### src/rtl/pwm3_pkg.sv
`timescale 1ns/1ps
package pwm3_pkg;

  // register addresses of the write port
  localparam int ADR_CTRL    = 0;
  localparam int ADR_PERIOD  = 1;
  localparam int ADR_DEAD    = 2;
  localparam int ADR_ADC_DLY = 3;
  localparam int ADR_ADC_SKP = 4;
  localparam int ADR_DUTY0   = 5;

  // control word, bit 0 is run
  typedef struct packed {
    logic trough_ie;
    logic crest_ie;
    logic load_at_crest;
    logic run;
  } ctrl_t;

  localparam int CTRL_W = $bits(ctrl_t);

endpackage

### src/rtl/pwm3_regs.sv
`timescale 1ns/1ps
module pwm3_regs
  import pwm3_pkg::*;
#(
  parameter int NPH    = 3,
  parameter int CNT_W  = 16,
  parameter int DT_W   = 16,
  parameter int DLY_W  = 16,
  parameter int SKIP_W = 4,
  parameter int ADDR_W = 3,
  parameter int DATA_W = 16
) (
  input  logic                      clk,
  input  logic                      rst_n,
  input  logic                      wr_en,
  input  logic [ADDR_W-1:0]         wr_addr,
  input  logic [DATA_W-1:0]         wr_data,
  input  logic                      crest_evt,
  input  logic                      trough_evt,
  output ctrl_t                     ctrl,
  output logic [CNT_W-1:0]          act_period,
  output logic [DT_W-1:0]           dead,
  output logic [DLY_W-1:0]          adc_delay,
  output logic [SKIP_W-1:0]         adc_skip,
  output logic [NPH-1:0][CNT_W-1:0] act_duty
);

  logic [CNT_W-1:0]          buf_period;
  logic [NPH-1:0][CNT_W-1:0] buf_duty;
  logic                      load_now;

  function automatic logic hit(input int a);
    return wr_en && (wr_addr == ADDR_W'(a));
  endfunction

  // shadow to active transfer: every cycle while stopped, else once per carrier
  always_comb load_now = !ctrl.run || (ctrl.load_at_crest ? crest_evt : trough_evt);

  // directly acting registers
  always_ff @(posedge clk) begin
    if (!rst_n) begin
      ctrl      <= '0;
      dead      <= '0;
      adc_delay <= '0;
      adc_skip  <= '0;
    end else begin
      if (hit(ADR_CTRL))    ctrl      <= ctrl_t'(wr_data[CTRL_W-1:0]);
      if (hit(ADR_DEAD))    dead      <= wr_data[DT_W-1:0];
      if (hit(ADR_ADC_DLY)) adc_delay <= wr_data[DLY_W-1:0];
      if (hit(ADR_ADC_SKP)) adc_skip  <= wr_data[SKIP_W-1:0];
    end
  end

  // shadow registers
  always_ff @(posedge clk) begin
    if (!rst_n) begin
      buf_period <= '0;
      buf_duty   <= '0;
    end else begin
      if (hit(ADR_PERIOD)) buf_period <= wr_data[CNT_W-1:0];
      for (int i = 0; i < NPH; i++) begin
        if (hit(ADR_DUTY0 + i)) buf_duty[i] <= wr_data[CNT_W-1:0];
      end
    end
  end

  // active registers seen by the carrier and the comparators
  always_ff @(posedge clk) begin
    if (!rst_n) begin
      act_period <= '0;
      act_duty   <= '0;
    end else if (load_now) begin
      act_period <= buf_period;
      act_duty   <= buf_duty;
    end
  end

endmodule

### src/rtl/pwm3_carrier.sv
`timescale 1ns/1ps
module pwm3_carrier #(
  parameter int CNT_W = 16
) (
  input  logic             clk,
  input  logic             rst_n,
  input  logic             en,
  input  logic [CNT_W-1:0] period,
  output logic [CNT_W-1:0] cnt,
  output logic             crest_evt,
  output logic             trough_evt
);

  logic going_up;
  logic at_top;
  logic halted;

  always_comb begin
    halted     = (period == '0);
    at_top     = going_up && (cnt >= period);
    crest_evt  = en && !halted && at_top;
    trough_evt = en && !halted && !going_up && (cnt == '0);
  end

  // symmetric triangle 0 .. period .. 0, 2*period clocks per cycle
  always_ff @(posedge clk) begin
    if (!rst_n || !en || halted) begin
      cnt      <= '0;
      going_up <= 1'b1;
    end else if (going_up) begin
      if (at_top) begin
        going_up <= 1'b0;
        cnt      <= cnt - CNT_W'(1);
      end else begin
        cnt      <= cnt + CNT_W'(1);
      end
    end else begin
      if (cnt == '0) begin
        going_up <= 1'b1;
        cnt      <= CNT_W'(1);
      end else begin
        cnt      <= cnt - CNT_W'(1);
      end
    end
  end

endmodule

### src/rtl/pwm3_deadband.sv
`timescale 1ns/1ps
module pwm3_deadband #(
  parameter int CNT_W = 16,
  parameter int DT_W  = 16
) (
  input  logic             clk,
  input  logic             rst_n,
  input  logic             en,
  input  logic [CNT_W-1:0] cnt,
  input  logic [CNT_W-1:0] duty,
  input  logic [DT_W-1:0]  dead,
  output logic             hi,
  output logic             lo
);

  logic            raw;
  logic            raw_q;
  logic [DT_W-1:0] held;   // cycles raw_q has kept its level, saturating
  logic            settled;

  always_comb begin
    raw     = en && (duty > cnt);
    settled = (held >= dead);
    hi      = en && raw_q && settled;
    lo      = en && !raw_q && settled;
  end

  always_ff @(posedge clk) begin
    if (!rst_n || !en) begin
      raw_q <= 1'b0;
      held  <= '0;
    end else begin
      raw_q <= raw;
      if (raw != raw_q)     held <= '0;
      else if (held != '1) held <= held + DT_W'(1);
    end
  end

endmodule

### src/rtl/pwm3_trigger.sv
`timescale 1ns/1ps
module pwm3_trigger #(
  parameter int DLY_W  = 16,
  parameter int SKIP_W = 4
) (
  input  logic              clk,
  input  logic              rst_n,
  input  logic              en,
  input  logic              crest_evt,
  input  logic              trough_evt,
  input  logic              crest_ie,
  input  logic              trough_ie,
  input  logic [DLY_W-1:0]  delay,
  input  logic [SKIP_W-1:0] skip,
  output logic              crest_irq,
  output logic              trough_irq,
  output logic              adc_trig
);

  logic [SKIP_W-1:0] skip_left;
  logic [DLY_W-1:0]  dly_left;
  logic              armed;
  logic              launch;

  always_comb launch = trough_evt && (skip_left == '0);

  always_ff @(posedge clk) begin
    if (!rst_n || !en) begin
      crest_irq  <= 1'b0;
      trough_irq <= 1'b0;
      adc_trig   <= 1'b0;
      skip_left  <= '0;
      dly_left   <= '0;
      armed      <= 1'b0;
    end else begin
      crest_irq  <= crest_evt && crest_ie;
      trough_irq <= trough_evt && trough_ie;
      adc_trig   <= armed && (dly_left == '0);
      if (trough_evt) begin
        skip_left <= (skip_left == '0) ? skip : skip_left - SKIP_W'(1);
      end
      if (launch) begin
        armed    <= 1'b1;
        dly_left <= delay;
      end else if (armed) begin
        if (dly_left == '0) armed    <= 1'b0;
        else                dly_left <= dly_left - DLY_W'(1);
      end
    end
  end

endmodule

### src/rtl/pwm3_gen.sv
`timescale 1ns/1ps
module pwm3_gen
  import pwm3_pkg::*;
#(
  parameter int NPH    = 3,
  parameter int CNT_W  = 16,
  parameter int DT_W   = 16,
  parameter int DLY_W  = 16,
  parameter int SKIP_W = 4,
  parameter int ADDR_W = 3,
  parameter int DATA_W = 16
) (
  input  logic              clk,
  input  logic              rst_n,
  input  logic              wr_valid,
  output logic              wr_ready,
  input  logic [ADDR_W-1:0] wr_addr,
  input  logic [DATA_W-1:0] wr_data,
  output logic [NPH-1:0]    gate_hi,
  output logic [NPH-1:0]    gate_lo,
  output logic              crest_irq,
  output logic              trough_irq,
  output logic              adc_trig
);

  ctrl_t                     ctrl;
  logic [CNT_W-1:0]          act_period;
  logic [DT_W-1:0]           dead_val;
  logic [DLY_W-1:0]          adc_delay;
  logic [SKIP_W-1:0]         adc_skip;
  logic [NPH-1:0][CNT_W-1:0] act_duty;
  logic [CNT_W-1:0]          cnt;
  logic                      crest_evt;
  logic                      trough_evt;
  logic                      run_on;
  logic                      wr_en;

  always_comb begin
    wr_ready = 1'b1;
    wr_en    = wr_valid && wr_ready;
    run_on   = ctrl.run;
  end

  pwm3_regs #(
    .NPH(NPH), .CNT_W(CNT_W), .DT_W(DT_W), .DLY_W(DLY_W),
    .SKIP_W(SKIP_W), .ADDR_W(ADDR_W), .DATA_W(DATA_W)
  ) u_regs (
    .clk(clk), .rst_n(rst_n), .wr_en(wr_en), .wr_addr(wr_addr),
    .wr_data(wr_data), .crest_evt(crest_evt), .trough_evt(trough_evt),
    .ctrl(ctrl), .act_period(act_period), .dead(dead_val),
    .adc_delay(adc_delay), .adc_skip(adc_skip), .act_duty(act_duty)
  );

  pwm3_carrier #(.CNT_W(CNT_W)) u_carrier (
    .clk(clk), .rst_n(rst_n), .en(run_on), .period(act_period),
    .cnt(cnt), .crest_evt(crest_evt), .trough_evt(trough_evt)
  );

  for (genvar i = 0; i < NPH; i++) begin : g_leg
    pwm3_deadband #(.CNT_W(CNT_W), .DT_W(DT_W)) u_db (
      .clk(clk), .rst_n(rst_n), .en(run_on), .cnt(cnt),
      .duty(act_duty[i]), .dead(dead_val),
      .hi(gate_hi[i]), .lo(gate_lo[i])
    );
  end

  pwm3_trigger #(.DLY_W(DLY_W), .SKIP_W(SKIP_W)) u_trig (
    .clk(clk), .rst_n(rst_n), .en(run_on),
    .crest_evt(crest_evt), .trough_evt(trough_evt),
    .crest_ie(ctrl.crest_ie), .trough_ie(ctrl.trough_ie),
    .delay(adc_delay), .skip(adc_skip),
    .crest_irq(crest_irq), .trough_irq(trough_irq), .adc_trig(adc_trig)
  );

endmodule

### config.mk
export PLATFORM = sky130hd
export DESIGN_NAME = pwm3_gen
export DESIGN_NICKNAME = d
export VERILOG_FILES = /design/src/rtl/pwm3_pkg.sv /design/src/rtl/pwm3_regs.sv /design/src/rtl/pwm3_carrier.sv /design/src/rtl/pwm3_deadband.sv /design/src/rtl/pwm3_trigger.sv /design/src/rtl/pwm3_gen.sv
export SDC_FILE = /design/constraint.sdc
export NUM_CORES = 1
export LEC_CHECK = 0
export ABC_CLOCK_PERIOD_IN_PS = 3500
export BUFFER_PORTS_ARGS = -buffer_cell sky130_fd_sc_hd__buf_2
export CAP_MARGIN = 20
export CELL_PAD_IN_SITES_DETAIL_PLACEMENT = 2
export CELL_PAD_IN_SITES_GLOBAL_PLACEMENT = 2
export CORE_MARGIN = 3
export CORE_UTILIZATION = 30
export DETAILED_ROUTE_END_ITERATION = 8
export PLACE_DENSITY = 0.6
export SLEW_MARGIN = 40
export SYNTH_ARGS = -nofsm -noshare
export SYNTH_HDL_FRONTEND = slang
export SYNTH_SLANG_ARGS = --single-unit
### constraint.sdc
create_clock -name clk -period 3.5 [get_ports clk]
set_input_delay 0.35 -clock clk [delete_from_list [all_inputs] [get_ports clk]]
set_output_delay 0.35 -clock clk [all_outputs]
set_load 0.005 [all_outputs]
; After elaboration in Yosys (flattened, before gate mapping)
; Cells that the tools add are included.
[totals]
latch_bits = 0
ff_bits = 260
mem_bits_ro = 0
out_inout_bits = 10
wordCells = 123
ram_bits = 0
input_bits = 22
mem_count = 0
[op_classes]
n_div = 0
add_sub_neg = 7
eq_ne = 14
muxes = 14
n_lt_le_gt_ge = 7
mul = 0
n_reduce_logical = 52
bitwise_logic = 0
shifts = 0
[ops]
columns = op, n
row1 = $mux W16, 6
row2 = $add A16 B1 Y16 const B, 4
row3 = $ge A16 B16 Y1, 4
row4 = $gt A16 B16 Y1, 3
row5 = $logic_not A16 Y1, 3
row6 = $ne A16 B16 Y1 const B, 3
row7 = $logic_and A1 B1 Y1, 32
row8 = $sub A16 B1 Y16 const B, 2
row9 = $eq A3 B3 Y1 const B, 4
row10 = $logic_not A1 Y1, 7
row11 = $mux W1, 7
row12 = $eq A3 B2 Y1 const B, 2
row13 = $reduce_or A2 Y1, 3
row14 = $logic_not A4 Y1, 1
row15 = $mux W4, 1
row16 = $sub A4 B1 Y4 const B, 1
row17 = $eq A3 B1 Y1 const B, 1
row18 = $logic_not A3 Y1, 1
row19 = $logic_or A1 B1 Y1, 3
row20 = $ne A1 B1 Y1, 3
row21 = $ne A2 B1 Y1 const B, 1
row22 = $reduce_and A2 Y1, 1
row23 = $reduce_bool A2 Y1, 1

; Logic depth before layout (Yosys ltp)
[logic_depth]
ltp_word = 8
depth_mapped = 11

; Cells and area by module
; From an unflattened synthesis, not the netlist that was laid out.
[hier_totals]
cells_unflattened = 1747
area_unflattened_um2 = 14497.7
[modules_own_cells]
columns = module, instances, area_per_inst_um2, cells_per_inst
row1 = pwm3_regs, 1, 6607.6, 742
row2 = pwm3_deadband, 3, 1665.3, 211
row3 = pwm3_carrier, 1, 1614.0, 215
row4 = pwm3_trigger, 1, 1268.7, 155
row5 = pwm3_gen, 1, 11.3, 2

; Least setup slack after synthesis
; No wires, ideal clock.
[synth_path]
kind = register -> register
from = register u_carrier.cnt[0]
to = register u_carrier.cnt[5]
synth_period_minus_slack_ns = 2.926
setup_slack_ns = 0.574
n_path_buf = 2
required_time_ns = 3.405
setup_ns = 0.095
arrival_ns = 2.830
path_stages_with_launch = 11
path_cell_list = dfxtp_1 -> inv_1 -> ha_1 -> nand2b_1 -> a2111oi_0 -> o31ai_1 -> a211oi_1 -> buf_2 -> buf_2 -> a21oi_1 -> a221oi_1
[synth_via]
elab_chain_cells = 4
[synth_rtl]
columns = item, line
row1 = "start, declared", pwm3_carrier.sv:9  ; output logic [CNT_W-1:0] cnt,
row2 = "start signal, assigned", pwm3_carrier.sv:33  ; cnt <= cnt - CNT_W'(1);
row3 = "start signal, assigned", pwm3_carrier.sv:35  ; cnt <= cnt + CNT_W'(1);
row4 = "start signal, assigned", pwm3_carrier.sv:42  ; cnt <= cnt - CNT_W'(1);
row5 = $ge A16 B16 Y1, pwm3_carrier.sv:20  ; at_top = going_up && (cnt >= period);
row6 = $logic_and A1 B1 Y1, pwm3_carrier.sv:20
row7 = $mux W16, pwm3_carrier.sv:31  ; if (at_top) begin
row8 = $mux W16 (*), pwm3_carrier.sv:30  ; end else if (going_up) begin
; Every way passes the cells marked *; elsewhere a longest branch is shown, timed or not.
; A chain may end at the register's enable or synchronous reset.

; Final worst setup path
[layout_path]
from = register u_regs.dead[0]
to = output port gate_hi[2]
[layout_via]
elab_chain_cells = 2
[layout_rtl]
columns = item, line
row1 = "start, declared", pwm3_regs.sv:22  ; output logic [DT_W-1:0] dead,
row2 = "start signal, assigned", pwm3_regs.sv:48  ; if (hit(ADR_DEAD)) dead <= wr_data[DT_W-1:0];
row3 = $ge A16 B16 Y1, pwm3_deadband.sv:23  ; settled = (held >= dead);
row4 = $logic_and A1 B1 Y1, pwm3_deadband.sv:24  ; hi = en && raw_q && settled;
row5 = "end, declared", pwm3_gen.sv:19  ; output logic [NPH-1:0] gate_hi,
; No other way between the ends.

==> results.txt <==
----------------------------------------------------
[CTS]
  Buffers inserted by post-CTS timing repair ... 0
  CTS tree ... yes
  Max clock buf depth ... 3
  Hold-fix buffers, CTS ... 0
  Number of levels the H-tree was split into ... 2
  Number of sinks handled by clock tree synthesis ... 260
  Clock Pin Slew Worst Setup and Hold Paths ... roughly 0.060 ns
  Post-cts gate resize count ... 0
  Clock Tree Root ... sky130_fd_sc_hd__clkbuf_16
  Number of clock buffers inserted by TritonCTS ... 36
  Clock latency at the later pin of the worst-skew pair ... 0.55 ns

[Worst setup path]
  Critical Path RT ... approximately 3.2 ns
  Crit path kind ... register to output pin
  Timing endpoint of the critical path ... gate_hi[2]
  Sort of element at the start of the critical path ... register
  Slack of the worst reg-to-reg path ... 0.39 ns
  Reg-to-reg critical path startpoint ... u_regs.act_period[10]
  Terminus of the critical flop-to-flop path ... u_regs.act_duty[47]
  Arrival time of the worst setup path ... 2.84 ns
  Critical path fanouts, max ... 4
  Worst Setup SP ... u_regs.dead[0]
  R2R depth ... 10
  Type of element capturing the critical path ... output pin

[Timing]
  Share of the clock period used by the worst path ... 91.3%
  Post-route setup slack ... 0.306 ns
  Hold Fails Final Rpt ... 0
  Number of pins exceeding their max-slew limit in the final report ... 0
  Skew final ... 0.0180 ns
  Headroom to the max-slew limit ... 44.1%
  Highest attainable clock frequency ... 313 MHz
  Slew at the pin with the worst max-slew slack ... 0.836 ns
  Setup TNS ... 0 ns
  Final critical-path required period ... approximately 3.2 ns
  RSZ-0062 raised after global routing ... false
  Final setup violating endpoints ... 0

[Logic synthesis]
  Largest family of logic cells by synthesized area ... simple AND/OR/NAND/NOR gates
  Number of enable flip-flop cells after synthesis ... 0
  Flops & latches, synth ... 260
  Top_reg_cell synth ... sky130_fd_sc_hd__dfxtp_1
  Share of flip-flops with an asynchronous set or reset ... 0%
  Synth Area in Compound Gates ... 14.9%
  Count of mapped cells out of synthesis ... about 1,600
  Xor and xnor fraction of the mapped netlist area ... 2.65%
  Cells taking the most area after synthesis ... sky130_fd_sc_hd__dfxtp_1, sky130_fd_sc_hd__ha_1, sky130_fd_sc_hd__nand2_1
  Share of synthesized area spent on multiplexers ... 6.52%
  Top-area cell type share of the netlist area ... between 30% and 40%
  Fraction of the mapped netlist area in adder cells ... 10.8%
  Number of distinct standard cells referenced by the synthesized netlist ... 63
  Warnings from Yosys ... 0
  Cell taking the most area after synthesis ... sky130_fd_sc_hd__dfxtp_1
  Part of the Yosys area used for sequential elements ... around 38%
  Syn_area_per_cell ... 8.67 um^2
  Simple-gate share of the synthesized area ... a little under a quarter
  Post-synthesis instance area ... approximately 14,000 um^2
  Synthesized net count ... approximately 1,700

[Die]
  Placeable Area ... around 45,000 um^2
  Die ar. ... 48,800 um^2
  Num ports ... 32
  Die width ... 221 um
  Vertical die dimension ... 221 um
  Std cell rows ... 78
  Starting density of the core ... 30.5%

[Power and ir drop]
  Total power ... 7.24 mW
  Worst supply voltage drop on vdd ... approximately 0.00031 V
  Static power due to leakage ... 6.46 nW
  Cell internal power dissipation ... 5.49 mW
  Part of the total power dissipated in combinational logic ... 6.6%
  Share of power burned in registers ... between 40% and 50%
  Proportion of power drawn by the clock network ... between 50% and 60%
  NetSw ... 1.75 mW
  Switching Share ... 24.2%
  Power Density ... roughly 450 nW/um^2

[Final layout]
  Most common cell after layout, fill and taps aside ... sky130_fd_sc_hd__dfxtp_1
  Post-route cell area ... 16,000 um^2
  Registers with the most flip-flops ... g_leg.u_db.held (48), u_regs.act_duty (48), u_regs.buf_duty (48)
  Fin cells ... 2,243
  Signed area change from the synthesized netlist to the final layout ... 15.1%
  Layout Nets ... between 1,500 and 2,000
  Most used cells in the layout excluding fill and tap cells ... sky130_fd_sc_hd__dfxtp_1, sky130_fd_sc_hd__nand2_1, sky130_fd_sc_hd__ha_1
  Fraction of final layout cells with drive strength greater than 1 ... 8.59%
  # fillers ... 5,181

[Detailed routing]
  Number of antenna-violating nets in the routed design ... 0
  Initial drt markers ... roughly 380
  Avg Vias per Cell ... roughly 5.1
  Met2 wirelength from detailed routing ... 22.5 mm
  Top layer reached by signal wires ... met5
  DR WL/cell ... between 20 and 25 um
  Number of optimization iterations in the first detailed-route pass ... 4
  Wl on met1 ... between 20 and 25 mm
  # DRC ... 0
  Total wire length after detailed routing ... 46.4 mm
  Via total after detailed routing ... 11,525
  Met3 wirelength from detailed routing ... 1.05 mm

[Global routing]
  First-pass GRT wire length ... 73.2 mm
  Total Routing Usage GR ... a little under a fifth
  Largest net degree at the start of global routing ... 91
  Number of antenna violations at the first check in global routing ... 1
  Via count of the first global-routing pass ... 12,371
  Residual overflow from global routing ... 0

[Run status]
  Run status ... finished clean

[Place]
  Detail Placement HPWL ... roughly 33 mm
  IO Port Bufs ... 30
  Final Wtd Congestion ... 0.763
  Placed cell areas ... between 10,000 and 15,000 um^2
  Minimum setup slack after placement ... ~0.35 ns
  Dpl cells ... 2,180

[Hold path]
  Classification of the worst-slack hold path ... input pin to register
  Start point of the worst hold path ... wr_data[0]

[Job]
  Max-capacitance violation count ... 0

----------------------------------------------------
worst min path at each step:
stage	slack, ns	endpoint	cells past startpoint
finish	0.19	u_regs.adc_delay[0]	3
global placement	0.45	u_regs.adc_delay[4]	2
CTS	0.15	u_regs.buf_duty[1]	3
floorplan	0.41	u_trig.crest_irq	2
global route	0.19	u_regs.buf_duty[1]	3
detailed placement	0.46	u_regs.adc_delay[4]	2
cell families (layout without fill, tap and decap cells):
family          after synthesis  count (layout)
compound gates              299             299
xor+xnor                     42              42
mux                          90              90
fa+ha+maj                   120             120
buf+inv                     148             190
simple gates                640             640
flops                       260             260
other cells                   1               2
per-stage QoR:
| step | hold WS (ns) | utilization [%] |
|---|---|---|
| 3_3_place_gp | 0.448 | 32.3 |
| 4_1_cts | 0.148 | 35.0 |
| 6_report | 0.187 | 35.1 |
| 5_1_grt | 0.188 | 35.1 |
| 3_5_place_dp | 0.458 | 32.4 |
| 2_1_floorplan | 0.414 | - |
metal layers:
| layer | GRT usage [%] | vias to the layer above |
|---|---|---|
| li1 | - | 5640 |
| met4 | 5.17 | 2 |
| met2 | 33.1 | 90 |
| met5 | 0 | - |
| met1 | 24.6 | 5734 |
| met3 | 2.26 | 59 |
power by group through the flow:
stage	Sequential, mW	Combinational, mW	Clock, mW
floorplan	3.08	0.291	0
global placement	3.08	0.465	0
detailed placement	3.08	0.483	0
CTS	3.02	0.486	3.86
global route	3.02	0.532	3.98
finish	3.02	0.478	3.74
critical path: stages (launching register included):
cell	delay, ns
sky130_fd_sc_hd__dfxtp_1	0.53
sky130_fd_sc_hd__ha_1	0.29
sky130_fd_sc_hd__nand2b_1	0.14
sky130_fd_sc_hd__a21o_1	0.17
sky130_fd_sc_hd__a21o_1	0.18
sky130_fd_sc_hd__a21o_1	0.17
sky130_fd_sc_hd__a211oi_1	0.35
sky130_fd_sc_hd__o31a_1	0.27
sky130_fd_sc_hd__nor2b_1	0.07
sky130_fd_sc_hd__buf_2	0.12
cells in the mapped netlist (26+ instances only):
library cell / n
sky130_fd_sc_hd__mux2i_1: 87
sky130_fd_sc_hd__nor3_1: 28
sky130_fd_sc_hd__a211oi_1: 28
sky130_fd_sc_hd__a21oi_1: 56
sky130_fd_sc_hd__dfxtp_1: 260
sky130_fd_sc_hd__nand2_1: 247
sky130_fd_sc_hd__clkbuf_1: 58
sky130_fd_sc_hd__a21o_1: 29
sky130_fd_sc_hd__nand3_1: 48
sky130_fd_sc_hd__a21boi_0: 96
sky130_fd_sc_hd__nor2_1: 82
sky130_fd_sc_hd__nand4_1: 26
sky130_fd_sc_hd__inv_1: 67
sky130_fd_sc_hd__nor2b_1: 87
sky130_fd_sc_hd__ha_1: 120
sky130_fd_sc_hd__o21ai_0: 33
sky130_fd_sc_hd__xnor2_1: 29
final cells by class:
type	count	area (um^2)	area share, %
multi-input combinational	1192	8130	51.0
sequential	260	5200	32.6
clock buffer	55	1100	6.92
tap	600	751	4.70
timing repair buffer	62	418	2.62
inverter	67	251	1.58
clock inverter	6	93.8	0.588
antenna	1	2.50	0.0157
(Power assumes the default switching activity.)
